## config.mk

```make
export PLATFORM = sky130hd
export DESIGN_NAME = bytemover_dma2
export DESIGN_NICKNAME = d
export VERILOG_FILES = /design/src/rtl/bdma_pkg.sv /design/src/rtl/bdma_arb.sv /design/src/rtl/bdma_chan.sv /design/src/rtl/bdma_port.sv /design/src/rtl/bytemover_dma2.sv
export SDC_FILE = /design/constraint.sdc
export NUM_CORES = 1
export LEC_CHECK = 0
export BUFFER_PORTS_ARGS = -buffer_cell sky130_fd_sc_hd__buf_2
export CELL_PAD_IN_SITES_DETAIL_PLACEMENT = 1
export CELL_PAD_IN_SITES_GLOBAL_PLACEMENT = 1
export CORE_ASPECT_RATIO = 1.5
export CORE_MARGIN = 4
export CORE_UTILIZATION = 45
export DETAILED_ROUTE_END_ITERATION = 12
export GPL_TIMING_DRIVEN = 1
export PLACE_DENSITY_LB_ADDON = 0.3
export SYNTH_ARGS = -nofsm -noshare
export SYNTH_HDL_FRONTEND = slang
export SYNTH_SLANG_ARGS = --single-unit
```

## constraint.sdc

```tcl
create_clock -name clk -period 6.2 [get_ports clk]
set_input_delay 0.31 -clock clk [delete_from_list [all_inputs] [get_ports clk]]
set_output_delay 0.31 -clock clk [all_outputs]
set_load 0.005 [all_outputs]
```

## src/rtl/bdma_pkg.sv

```systemverilog
package bdma_pkg;
  localparam int NCH         = 2;
  localparam int VID_CH      = 1;
  localparam int MODE_EN     = 31;
  localparam int MODE_TOMEM  = 30;
  localparam int MODE_AUTO   = 29;
  localparam int MODE_WR_LSB = 24;
  localparam int BLK_BYTES   = 64;

  typedef enum logic [2:0] {
    RI_MODE   = 3'd0,
    RI_LOAD   = 3'd1,
    RI_CUR    = 3'd2,
    RI_COUNT  = 3'd3,
    RI_RELOAD = 3'd4
  } reg_idx_e;

  // big-endian lane of a byte address within its word
  function automatic logic [1:0] be_lane(input logic [1:0] a);
    return a ^ 2'b11;
  endfunction

  function automatic logic [3:0] lane_mask(input logic [1:0] a);
    return 4'b0001 << be_lane(a);
  endfunction

  function automatic logic [7:0] lane_pick(input logic [31:0] w, input logic [1:0] a);
    return w[8*be_lane(a) +: 8];
  endfunction

  // only the control byte takes write data, status bits keep their value
  function automatic logic [31:0] mode_merge(input logic [31:0] old, input logic [31:0] wd);
    return {wd[31:MODE_WR_LSB], old[MODE_WR_LSB-1:0]};
  endfunction
endpackage

```

## src/rtl/bdma_arb.sv

```systemverilog
module bdma_arb #(
  parameter int NCH = 2
) (
  input  logic [NCH-1:0] req,
  input  logic [NCH-1:0] en,
  output logic [NCH-1:0] grant
);
  always_comb begin
    logic taken;
    taken = 1'b0;
    grant = '0;
    for (int i = 0; i < NCH; i++) begin
      if (req[i] && en[i] && !taken) begin
        grant[i] = 1'b1;
        taken    = 1'b1;
      end
    end
  end
endmodule

```

## src/rtl/bdma_chan.sv

```systemverilog
module bdma_chan
  import bdma_pkg::*;
#(
  parameter int AW       = 16,
  parameter int CW       = 16,
  parameter bit IS_VIDEO = 1'b0
) (
  input  logic          clk,
  input  logic          rst_n,
  input  logic          wr_mode,
  input  logic          wr_load,
  input  logic          wr_count,
  input  logic [31:0]   wdata,
  input  logic          xfer,
  input  logic          frame,
  output logic [31:0]   mode_o,
  output logic [AW-1:0] load_o,
  output logic [AW-1:0] cur_o,
  output logic [CW-1:0] count_o,
  output logic [CW-1:0] reload_o,
  output logic          blk_done_o
);
  localparam int BW = $clog2(BLK_BYTES);

  logic [31:0]   mode_q;
  logic [AW-1:0] load_q, cur_q;
  logic [CW-1:0] count_q, reload_q;
  logic          en, auto_rl, arm;
  logic          blk_done, frame_hit, wrap;
  logic          unused_wd;

  assign en        = mode_q[MODE_EN];
  assign auto_rl   = mode_q[MODE_AUTO];
  assign arm       = wr_mode && wdata[MODE_EN];
  assign unused_wd = ^wdata;

  generate
    if (IS_VIDEO) begin : g_video
      logic [BW-1:0] byte_q;
      always_ff @(posedge clk or negedge rst_n) begin
        if (!rst_n)                   byte_q <= '0;
        else if (arm || (frame && en)) byte_q <= '0;
        else if (xfer)                byte_q <= byte_q + 1'b1;
      end
      assign blk_done  = xfer && (byte_q == BW'(BLK_BYTES-1));
      assign frame_hit = frame && en;
    end else begin : g_plain
      logic unused_frame;
      assign unused_frame = frame;
      assign blk_done     = 1'b0;
      assign frame_hit    = 1'b0;
    end
  endgenerate

  assign wrap = blk_done && auto_rl && (count_q == CW'(1));

  always_ff @(posedge clk or negedge rst_n) begin
    if (!rst_n) begin
      mode_q   <= '0;
      load_q   <= '0;
      cur_q    <= '0;
      count_q  <= '0;
      reload_q <= '0;
    end else begin
      if (wr_mode) mode_q <= mode_merge(mode_q, wdata);
      if (wr_load) load_q <= wdata[AW-1:0];

      if (arm || wrap) cur_q <= load_q;
      else if (xfer)   cur_q <= cur_q + 1'b1;

      if (wr_count) begin
        count_q  <= wdata[CW-1:0];
        reload_q <= wdata[CW-1:0];
      end else if (frame_hit) begin
        count_q <= auto_rl ? reload_q : '0;
      end else if (wrap) begin
        count_q <= reload_q;
      end else if (blk_done && (count_q != '0)) begin
        count_q <= count_q - 1'b1;
      end
    end
  end

  assign mode_o     = mode_q;
  assign load_o     = load_q;
  assign cur_o      = cur_q;
  assign count_o    = count_q;
  assign reload_o   = reload_q;
  assign blk_done_o = blk_done;
endmodule

```

## src/rtl/bdma_port.sv

```systemverilog
module bdma_port
  import bdma_pkg::*;
#(
  parameter int AW  = 16,
  parameter int NCH = 2
) (
  input  logic [NCH-1:0]         grant,
  input  logic [NCH-1:0]         tomem,
  input  logic [NCH-1:0][AW-1:0] cur,
  input  logic [NCH-1:0][7:0]    per_byte,
  input  logic [31:0]            mem_rdata,
  output logic [AW-3:0]          mem_addr,
  output logic [3:0]             mem_be,
  output logic                   mem_we,
  output logic                   mem_re,
  output logic [31:0]            mem_wdata,
  output logic [NCH-1:0]         rd_stb,
  output logic [NCH-1:0]         wr_stb,
  output logic [7:0]             wr_byte
);
  logic [AW-1:0] sel_addr;
  logic          sel_tomem, active;
  logic [7:0]    sel_byte;

  always_comb begin
    sel_addr  = '0;
    sel_tomem = 1'b0;
    sel_byte  = '0;
    for (int i = 0; i < NCH; i++) begin
      if (grant[i]) begin
        sel_addr  = cur[i];
        sel_tomem = tomem[i];
        sel_byte  = per_byte[i];
      end
    end
  end

  assign active    = |grant;
  assign mem_addr  = sel_addr[AW-1:2];
  assign mem_be    = active ? lane_mask(sel_addr[1:0]) : 4'b0000;
  assign mem_we    = active && sel_tomem;
  assign mem_re    = active && !sel_tomem;
  assign mem_wdata = {4{sel_byte}};
  assign wr_byte   = lane_pick(mem_rdata, sel_addr[1:0]);
  assign rd_stb    = grant & tomem;
  assign wr_stb    = grant & ~tomem;
endmodule

```

## src/rtl/bytemover_dma2.sv

```systemverilog
module bytemover_dma2
  import bdma_pkg::*;
#(
  parameter int AW = 16,
  parameter int CW = 16
) (
  input  logic          clk,
  input  logic          rst_n,
  input  logic          reg_wr,
  input  logic [3:0]    reg_addr,
  input  logic [31:0]   reg_wdata,
  output logic [31:0]   reg_rdata,
  input  logic [1:0]    dma_req,
  input  logic [15:0]   per_rdata,
  output logic [1:0]    per_rd_stb,
  output logic [1:0]    per_wr_stb,
  output logic [7:0]    per_wdata,
  output logic [AW-3:0] mem_addr,
  output logic [3:0]    mem_be,
  output logic          mem_we,
  output logic          mem_re,
  output logic [31:0]   mem_wdata,
  input  logic [31:0]   mem_rdata,
  input  logic          vid_frame,
  output logic          vid_blank
);
  logic                   ch;
  reg_idx_e               idx;
  logic [NCH-1:0]         wr_mode, wr_load, wr_count, xfer, en, tomem, blk_done;
  logic [NCH-1:0][31:0]   mode_q;
  logic [NCH-1:0][AW-1:0] load_q, cur_q;
  logic [NCH-1:0][CW-1:0] count_q, reload_q;
  logic [NCH-1:0][7:0]    per_byte;

  assign ch  = reg_addr[3];
  assign idx = reg_idx_e'(reg_addr[2:0]);

  generate
    for (genvar c = 0; c < NCH; c++) begin : g_ch
      logic hit;
      assign hit         = reg_wr && (ch == c[0]);
      assign wr_mode[c]  = hit && (idx == RI_MODE);
      assign wr_load[c]  = hit && (idx == RI_LOAD);
      assign wr_count[c] = hit && (idx == RI_COUNT);
      assign en[c]       = mode_q[c][MODE_EN];
      assign tomem[c]    = mode_q[c][MODE_TOMEM];
      assign per_byte[c] = per_rdata[8*c +: 8];

      bdma_chan #(.AW(AW), .CW(CW), .IS_VIDEO(c == VID_CH)) u_chan (
        .clk(clk), .rst_n(rst_n),
        .wr_mode(wr_mode[c]), .wr_load(wr_load[c]), .wr_count(wr_count[c]),
        .wdata(reg_wdata), .xfer(xfer[c]), .frame(vid_frame),
        .mode_o(mode_q[c]), .load_o(load_q[c]), .cur_o(cur_q[c]),
        .count_o(count_q[c]), .reload_o(reload_q[c]), .blk_done_o(blk_done[c])
      );
    end
  endgenerate

  bdma_arb #(.NCH(NCH)) u_arb (.req(dma_req), .en(en), .grant(xfer));

  bdma_port #(.AW(AW), .NCH(NCH)) u_port (
    .grant(xfer), .tomem(tomem), .cur(cur_q), .per_byte(per_byte),
    .mem_rdata(mem_rdata), .mem_addr(mem_addr), .mem_be(mem_be),
    .mem_we(mem_we), .mem_re(mem_re), .mem_wdata(mem_wdata),
    .rd_stb(per_rd_stb), .wr_stb(per_wr_stb), .wr_byte(per_wdata)
  );

  always_comb begin
    unique case (idx)
      RI_MODE:   reg_rdata = mode_q[ch];
      RI_LOAD:   reg_rdata = 32'(load_q[ch]);
      RI_CUR:    reg_rdata = 32'(cur_q[ch]);
      RI_COUNT:  reg_rdata = (!ch || !en[VID_CH]) ? 32'(count_q[0]) : 32'(count_q[VID_CH]);
      RI_RELOAD: reg_rdata = 32'(reload_q[ch]);
      default:   reg_rdata = '0;
    endcase
  end

  assign vid_blank = !(en[VID_CH] && mode_q[VID_CH][MODE_AUTO]);
endmodule

```

* Word level (Yosys, flattened, before mapping)
Cells that the tools add are included.
Word-level totals: bits in registers 134, output and inout port bits 97
Operators by class: add/subtract/negate cells 4, magnitude comparators 1, equal/unequal tests 6, shifts and indexed selects 2, muxes and demuxes 30, bitwise logic cells 5, reductions and logical operators 36
Operators by type and width (number):
- $mux 16 | 18
- $pmux 32 s5 | 1
- $mux 32 | 2
- $add 16x1->16 const B | 2
- $shiftx 32x6->8 | 1
- $logic_and 1x1->1 | 21
- $eq 16x1->1 const B | 1
- $mux 8 | 2
- $reduce_bool 16->1 | 1
- $sub 16x1->16 const B | 1
- $mux 6 | 2
- $add 6x1->6 const B | 1
- $eq 3x2->1 const B | 2
- $eq 6x6->1 const B | 1
- $reduce_bool 2->1 | 3
- $logic_not 1->1 | 5
- $and 2x2->2 | 2
- $mux 1 | 4
- $mux 4 | 1
- $not 2->2 | 2
- $reduce_bool 4->1 | 1
- $shl 1x2->4 const A | 1
- $eq 3x1->1 const B | 1
- $eq 3x3->1 const B | 1
- other kinds (5) | 7

* Longest topological paths before layout
Gate-level depths: netlist (run 1).
depth after elaboration 11, depth in mapped cells 9, depth with buffers taken out 8

* Cells and area by module
Synthesis (run 1) repeated with hierarchy kept, for this count alone.
Second synthesis, totals: cells, all modules 966, area, all modules 9586.7 um^2
By module, submodules not included:
- bdma_chan (g_ch[1].u_chan) | instances 1, cells each 417, area an instance 4239.1 um^2
- bdma_chan (g_ch[0].u_chan) | instances 1, cells each 228, area an instance 2688.8 um^2
- bytemover_dma2 | instances 1, cells each 196, area an instance 1778.0 um^2
- bdma_port | instances 1, cells each 122, area an instance 862.1 um^2
- bdma_arb | instances 1, cells each 3, area an instance 18.8 um^2

* Worst setup path before layout (run 1)
Ideal clock, no wire load.
path type flip-flop to output port, start point reg g_ch[0].u_chan.mode_q[31], end point out mem_wdata[15], arrival 1.988 ns, setup slack 3.902 ns, stages on the path, launching flop included 9, cell sequence dfrtp_1 and2_4 buf_6 nor2_1 clkbuf_1 buf_2 clkbuf_1 a22o_1 buf_4
On the way: cells in the longest elaborated chain, start to end 6, elaborated cells on any way between the ends 7, classes of those cells mux: 4; reduce/logical: 3
Ends and longest elaborated chain:
- start: declaration | RTL line bdma_chan.sv:25 | logic [31:0] mode_q;
- start signal: assignment | RTL line bdma_chan.sv:65 | if (wr_mode) mode_q <= mode_merge(mode_q, wdata);
- $logic_and 1x1->1 (*) | RTL line bdma_arb.sv:13 | if (req[i] && en[i] && !taken) begin
- $mux 1 (*) | RTL line bdma_arb.sv:13
- $logic_not 1->1 | RTL line bdma_arb.sv:13
- $logic_and 1x1->1 | RTL line bdma_arb.sv:13
- $mux 1 | RTL line bdma_arb.sv:13
- $mux 8 (*) | RTL line bdma_port.sv:30 | if (grant[i]) begin
- end: declaration | RTL line bytemover_dma2.sv:22 | output logic [31:0] mem_wdata,
Every way passes the cells marked *; elsewhere a longest branch is shown, timed or not.

* Worst setup path after layout (run 1)
start point reg g_ch[1].u_chan.mode_q[31], end point out per_wdata[7]
On the way: cells in the longest elaborated chain, start to end 6
Ends and longest elaborated chain:
- start: declaration | RTL line bdma_chan.sv:25
- start signal: assignment | RTL line bdma_chan.sv:65
- $logic_and 1x1->1 (2 in a row) | RTL line bdma_arb.sv:13
- $mux 1 | RTL line bdma_arb.sv:13
- $mux 16 | RTL line bdma_port.sv:30
- $not 2->2 (no line)
- $shiftx 32x6->8 | RTL line bdma_pkg.sv:28 | return w[8*be_lane(a) +: 8];
- end: declaration | RTL line bytemover_dma2.sv:17 | output logic [7:0] per_wdata,
No other way between the ends.

==> results.cfg, run 1 <==
[cells_and_area]
postLayoutCoreUtil_pct = 54.3
nets = 1141
drive_gt1_share_pct = 27.6
n_fill_cell = 2154
finalInstanceArea_um2 = 9820
diodes = 0
stdcell_count = 1307
seqCellArea_um2 = 3350
final_common_cell = buf_2
multi_input_area_um2 = 4530
final_cell_mix = buf_2, nand2_1, dfrtp_1
syn_to_final_growth_pct = 17.8

[critical_path]
critPathLaunchType = flip-flop
crit_start = g_ch[1].u_chan.mode_o[31]
cp.depth = 7
timing.rr.start = g_ch[1].u_chan.mode_o[31]
worstSetupEndpoint = per_wdata[7]
reg2regPathDepth = 6
cp_num_buf_inv = 1
path_delay_family = simple AND/OR/NAND/NOR gates
endpoint_kind = primary output
r2r_setup_slack_ns = 3.25
worstReg2RegEnd = g_ch[1].u_chan.count_o[11]
worst_ep_arrival_time_ns = 3.24
slowest_stage = nor2_4
critPathKind = reg -> out
cp.required_ns = 5.89
crit_fanout = 39
path_cells = nand2_1, nor2_4, a22o_1, and2_1, a211oi_1, a31oi_1, buf_2
cpPeakStageDelay_ns = 0.82

[die]
start_util_pct = 46.1
die_w_um = 119
ios = 187
die-height_um = 175
fp-row-count = 60
core_um2 = 18100
die_area_um2 = 20800

[timing]
drv_slew = 0
post-route-period-util_pct = 57.3
rsz0062_at_grt = no
setup_viol = 0
tightest_slew_ns = 1.27
fin_setup_tns_ns = 0
skew_ns = 0.0118
period_minus_slack_ns = 3.55
hold_viol = 0
setup_ws_ns = 2.65
worst_hold_slack_ns = 0.100
max_freq_ghz = 0.281
max-slew-margin-rel_pct = 15.1

[drt]
drt.antenna.violating_nets = 0
dr.pass1.iters = 5
drt_iter0_drc = 480
vias = 7969
avgViaCountPerCell = 6.10
wire_per_inst_um = 22.4
drc = 0
routed_wirelength_um = 29300

[clocking]
h-tree-depth = 4
clkTransAtPathRegs_ns = 0.07
clk_path_buf_depth = 2
clock-sinks = 134
cts_tree = built
cts-resized-gates = 0
cts_inserted_buffers = 17
root_buffer = clkbuf_16
clkLatencyLatePin_ns = 0.42

[synth]
yosys_warnings = 0
syn_avg_cell_area_um2 = 9.01
synth_seq_cells = 134
synth.distinct_cells = 70
synth-edff-count = 0
syn-instance-count = 926
syn_area_um2 = 8340
yosysSeqAreaShare_pct = 40.2
synth_ff_type = dfrtp_1
async_flop_share_pct = 100

[placement]
gp_congestion = 0.898
pre_cts_ws_ns = 3.06
dp_hpwl_um = 21000
placed_area_um2 = 9170
dp_cells = 1274
port_buffers = 170

[global_routing]
grt_max_degree = 74
grt_pass1_vias = 8348
grt_overflow_total = 0
grt_pass1_wl_um = 46200
grt_use_total_pct = 27.7
antenna_found_initial = 0

[pwr]
cellLeakagePower_nw = 4.57
total_power_mw = 3.45
powerDensity_nw_per_um2 = 351
irDropWorstVdd_v = 0.000208

[min_path]
hold_depth = 3
hold_class = in -> reg

[job]
max_cap_violations = 0

[run_status]
status = completed
## synth_stat cells, drive strengths merged, types with 3 or more instances
cell      n  area [µm²]
clkbuf   44         165
nand3    22         115
xnor2     8        70.1
a211oi    8        60.1
a22oi    37         278
nand2   148         556
mux2     56         631
a221o     5        50.1
and2     16         103
a22o     21         184
a31oi    12        75.1
inv       6        22.5
a311oi    3        26.3
or3       4        25.0
nor3     14        91.3
a21o      3        22.5
nor4      4        55.1
nand4    15         109
nand2b    7        43.8
o211ai   17         128
xor2     27         236
and3     11        68.8
mux2i    23         230
nor2b     4        25.0
ha        5        62.6
a221oi    5        50.0
o21ai    58         298
and4      5        43.8
nor2     74         283
dfrtp   134        3350
buf      45         318
a21oi    52         264
## what timing repair did
item	CTS	global route
setup buffers	0	0
hold buffers	1	0
hold endpoints to repair	61	0
## registers in the layout, summed over array words and instances, names as in the netlist
register / flops
g_ch.u_chan.cur_o: 32
g_ch.u_chan.load_o: 32
g_ch.u_chan.reload_o: 32
g_ch.u_chan.mode_o: 16
g_ch.u_chan.count_o: 16
g_ch.u_chan.g_video.byte_q: 6
## report_power, final
group / total, mW / internal (mW) / switching, mW
combinational: 0.867 / 0.405 / 0.462
clock: 1.13 / 0.725 / 0.404
sequential: 1.45 / 1.11 / 0.343
## worst reg2reg max path: stages, from the launching register on
cell      delay, ns
dfrtp_1        0.54
nand2_1        0.32
nor4_4         0.85
nand3_2        0.45
mux2i_1        0.22
a222oi_1       0.31
o21ai_0        0.13
## final cells by class
type / count / area share [%]
multi-input combinational: 704 / 46.1
inverter: 6 / 0.229
sequential: 134 / 34.1
tap: 248 / 3.16
clock buffer: 20 / 4.55
clock inverter: 12 / 2.05
timing repair buffer: 183 / 9.74
## how the worst min path moves through the flow
| stage | slack, ns | to | start |
|---|---|---|---|
| floorplan | 0.01 | g_ch[0].u_chan.cur_o[0] | rst_n |
| global placement | 0.34 | g_ch[1].u_chan.mode_o[26] | rst_n |
| detailed placement | 0.35 | g_ch[1].u_chan.mode_o[26] | rst_n |
| CTS | 0.09 | g_ch[0].u_chan.mode_o[30] | reg_wdata[30] |
| global route | 0.10 | g_ch[0].u_chan.mode_o[28] | reg_wdata[28] |
| finish | 0.1 | g_ch[0].u_chan.mode_o[30] | reg_wdata[30] |
## cell families after synthesis
kind of cell	count (synthesis)	synth area share, %
flops	134	40.2
mux	79	10.3
compound gates	243	19.8
fa+ha+maj	5	0.750
simple gates	334	19.2
buf+inv	95	6.06
other cells	1	0.0449
xor+xnor	35	3.67
## per-layer routing
layer	wire length (µm)	share of wire (%)	track usage (%)
met1	11300	39	33.3
met5	0	0	0
met2	15100	51	48.8
met4	1080	3.7	11.4
met3	1810	6.2	4.76
No activity file was read; power rests on OpenSTA's default activity.
==> run 2, diff against run 1 <==
--- a/config.mk
+++ b/config.mk
@@ -10,7 +10,7 @@
 export CELL_PAD_IN_SITES_GLOBAL_PLACEMENT = 1
 export CORE_ASPECT_RATIO = 1.5
 export CORE_MARGIN = 4
-export CORE_UTILIZATION = 45
+export CORE_UTILIZATION = 37
 export DETAILED_ROUTE_END_ITERATION = 12
 export GPL_TIMING_DRIVEN = 1
 export PLACE_DENSITY_LB_ADDON = 0.3
==> constraint.sdc (replaced) <==
create_clock -name clk -period 3.2 [get_ports clk]
set_input_delay 0.16 -clock clk [delete_from_list [all_inputs] [get_ports clk]]
set_output_delay 0.16 -clock clk [all_outputs]
set_load 0.005 [all_outputs]
==> run 2 against run 1 <==
Non-clock buffer count is 26 higher. Clock skew is 0.0036 ns lower. Setup slack worse by 2.2 ns. Total power is 94% higher.
==> results.cfg, run 2 (synthesis gave the netlist of run 1 again) <==
[run_status]
status = completed

[die]
die-height_um = 192
die_area_um2 = 25100
ios = 187
start_util_pct = 37.4
die_w_um = 131
core_um2 = 22300
fp-row-count = 67

[drt]
dr.pass1.iters = 5
vias = 7828
wire_per_inst_um = 21.7
drt.antenna.violating_nets = 0
drc = 0
drt_iter0_drc = 384
routed_wirelength_um = 29600
avgViaCountPerCell = 5.75

[clocking]
clk_path_buf_depth = 2
cts_setup_buffers = 0
cts_tree = built
clkLatencyLatePin_ns = 0.43
clkTransAtPathRegs_ns = 0.06
cts_hold_buf = 11
root_buffer = clkbuf_16
cts_inserted_buffers = 17
clock-sinks = 134
h-tree-depth = 4
cts-resized-gates = 0

[critical_path]
timing.rr.start = g_ch[1].u_chan.count_o[0]
worst_ep_arrival_time_ns = 2.60
worstReg2RegEnd = g_ch[1].u_chan.count_o[13]
critPathKind = reg -> out
reg2regPathDepth = 8
endpoint_kind = primary output
critPathLaunchType = flip-flop
r2r_setup_slack_ns = 0.61
crit_fanout = 25
cp.required_ns = 3.04

[timing]
post-route-period-util_pct = 86.1
max-slew-margin-rel_pct = 44.5
worst_hold_slack_ns = 0.0199
tightest_slew_ns = 0.832
max_freq_ghz = 0.363
period_minus_slack_ns = 2.76
fin_setup_tns_ns = 0
hold_viol = 0
skew_ns = 0.00818
rsz0062_at_grt = no
setup_viol = 0
drv_slew = 0

[pwr]
irDropWorstVdd_v = 0.000368
combPwrFrac_pct = 25.7
intPower_mw = 4.35
p_clk_share_pct = 32.7
p_sw_mw = 2.32
seq_power_share_pct = 41.6
swShare_pct = 34.8
powerDensity_nw_per_um2 = 663
cellLeakagePower_nw = 4.69

[global_routing]
grt_pass1_wl_um = 46200
use_met2_pct = 42.3
grt_pass1_vias = 8143
antenna_found_initial = 0
grt_use_total_pct = 23.8
grt.busiest_layer = met2
grt_overflow_total = 0
grt_max_degree = 80
grt_use_met3_pct = 3.59
use_met1_pct = 28.1

[cells_and_area]
syn_to_final_growth_pct = 20.8
n_fill_cell = 2626
seqCellArea_um2 = 3350
nets = 1167
multi_input_area_um2 = 4530
drive_gt1_share_pct = 28.5
final_cell_mix = buf_2, nand2_1, dfrtp_1
diodes = 0
final_common_cell = buf_2

[min_path]
worstHoldStart = reg_wdata[7]
hold_depth = 3
hold_class = in -> reg
hold_end = g_ch[1].u_chan.reload_o[7]

[job]
max_cap_violations = 0

[placement]
port_buffers = 170
dp_hpwl_um = 22100
gp_congestion = 0.921
run 2: critical path, cell delays in order (launching register included):
cell and delay, ns:
dfrtp_1 0.41, and2_4 0.29, buf_4 0.32, nor2_4 0.07
buf_4 0.23, a22oi_1 0.16, buf_4 0.24, nand2_1 0.13
a31oi_1 0.17, buf_2 0.13
run 2: power groups by stage:
| stage | clock network [mW] | logic (mW) | registers (mW) |
|---|---|---|---|
| after global placement | 0 | 1.66 | 2.77 |
| after CTS | 2.22 | 1.73 | 2.77 |
| after floorplan | 0 | 1.24 | 2.52 |
| final | 2.19 | 1.71 | 2.78 |
| after global routing | 2.30 | 1.92 | 2.85 |
| after detailed placement | 0 | 1.71 | 2.79 |
run 2: how the worst max path moves through the flow:
stage | start | to | slack, ns | cells after the start
detailed placement | g_ch[1].u_chan.count_o[0] | g_ch[1].u_chan.count_o[13] | 0.63 | 8
global route | g_ch[0].u_chan.mode_o[31] | per_wdata[5] | 0.26 | 8
global placement | g_ch[1].u_chan.count_o[0] | g_ch[1].u_chan.count_o[13] | 0.64 | 8
CTS | g_ch[0].u_chan.mode_o[31] | per_wdata[7] | 0.39 | 8
floorplan | g_ch[0].u_chan.mode_o[31] | mem_wdata[15] | 1.05 | 8
finish | g_ch[0].u_chan.mode_o[31] | per_wdata[7] | 0.44 | 9
run 2: per-layer routing:
metal | up-vias | wire length (µm)
met3 | 55 | 1440
met5 | - | 0
met1 | 3905 | 11900
li1 | 3628 | -
met4 | 0 | 1020
met2 | 240 | 15200
run 2: final cells by class:
| cell class | count | area share (%) |
|---|---|---|
| Tap cell | 276 | 3.43 |
| Multi-Input combinational cell | 704 | 45.0 |
| Timing Repair Buffer | 209 | 11.7 |
| Clock inverter | 13 | 2.01 |
| Clock buffer | 19 | 4.40 |
| Sequential cell | 134 | 33.3 |
| Inverter | 6 | 0.223 |
run 2: metrics by stage:
stage	utilization, %	power [mW]	cell area (µm²)	instances	worst slack (ns)
finish	45.2	6.68	10100	1361	0.444
global route	45.2	7.07	10100	1361	0.265
CTS	45.2	6.72	10100	1361	0.390
detailed placement	41.8	4.50	9320	1318	0.634
global placement	41.8	4.43	9320	1318	0.645
floorplan	-	3.76	8370	933	1.05
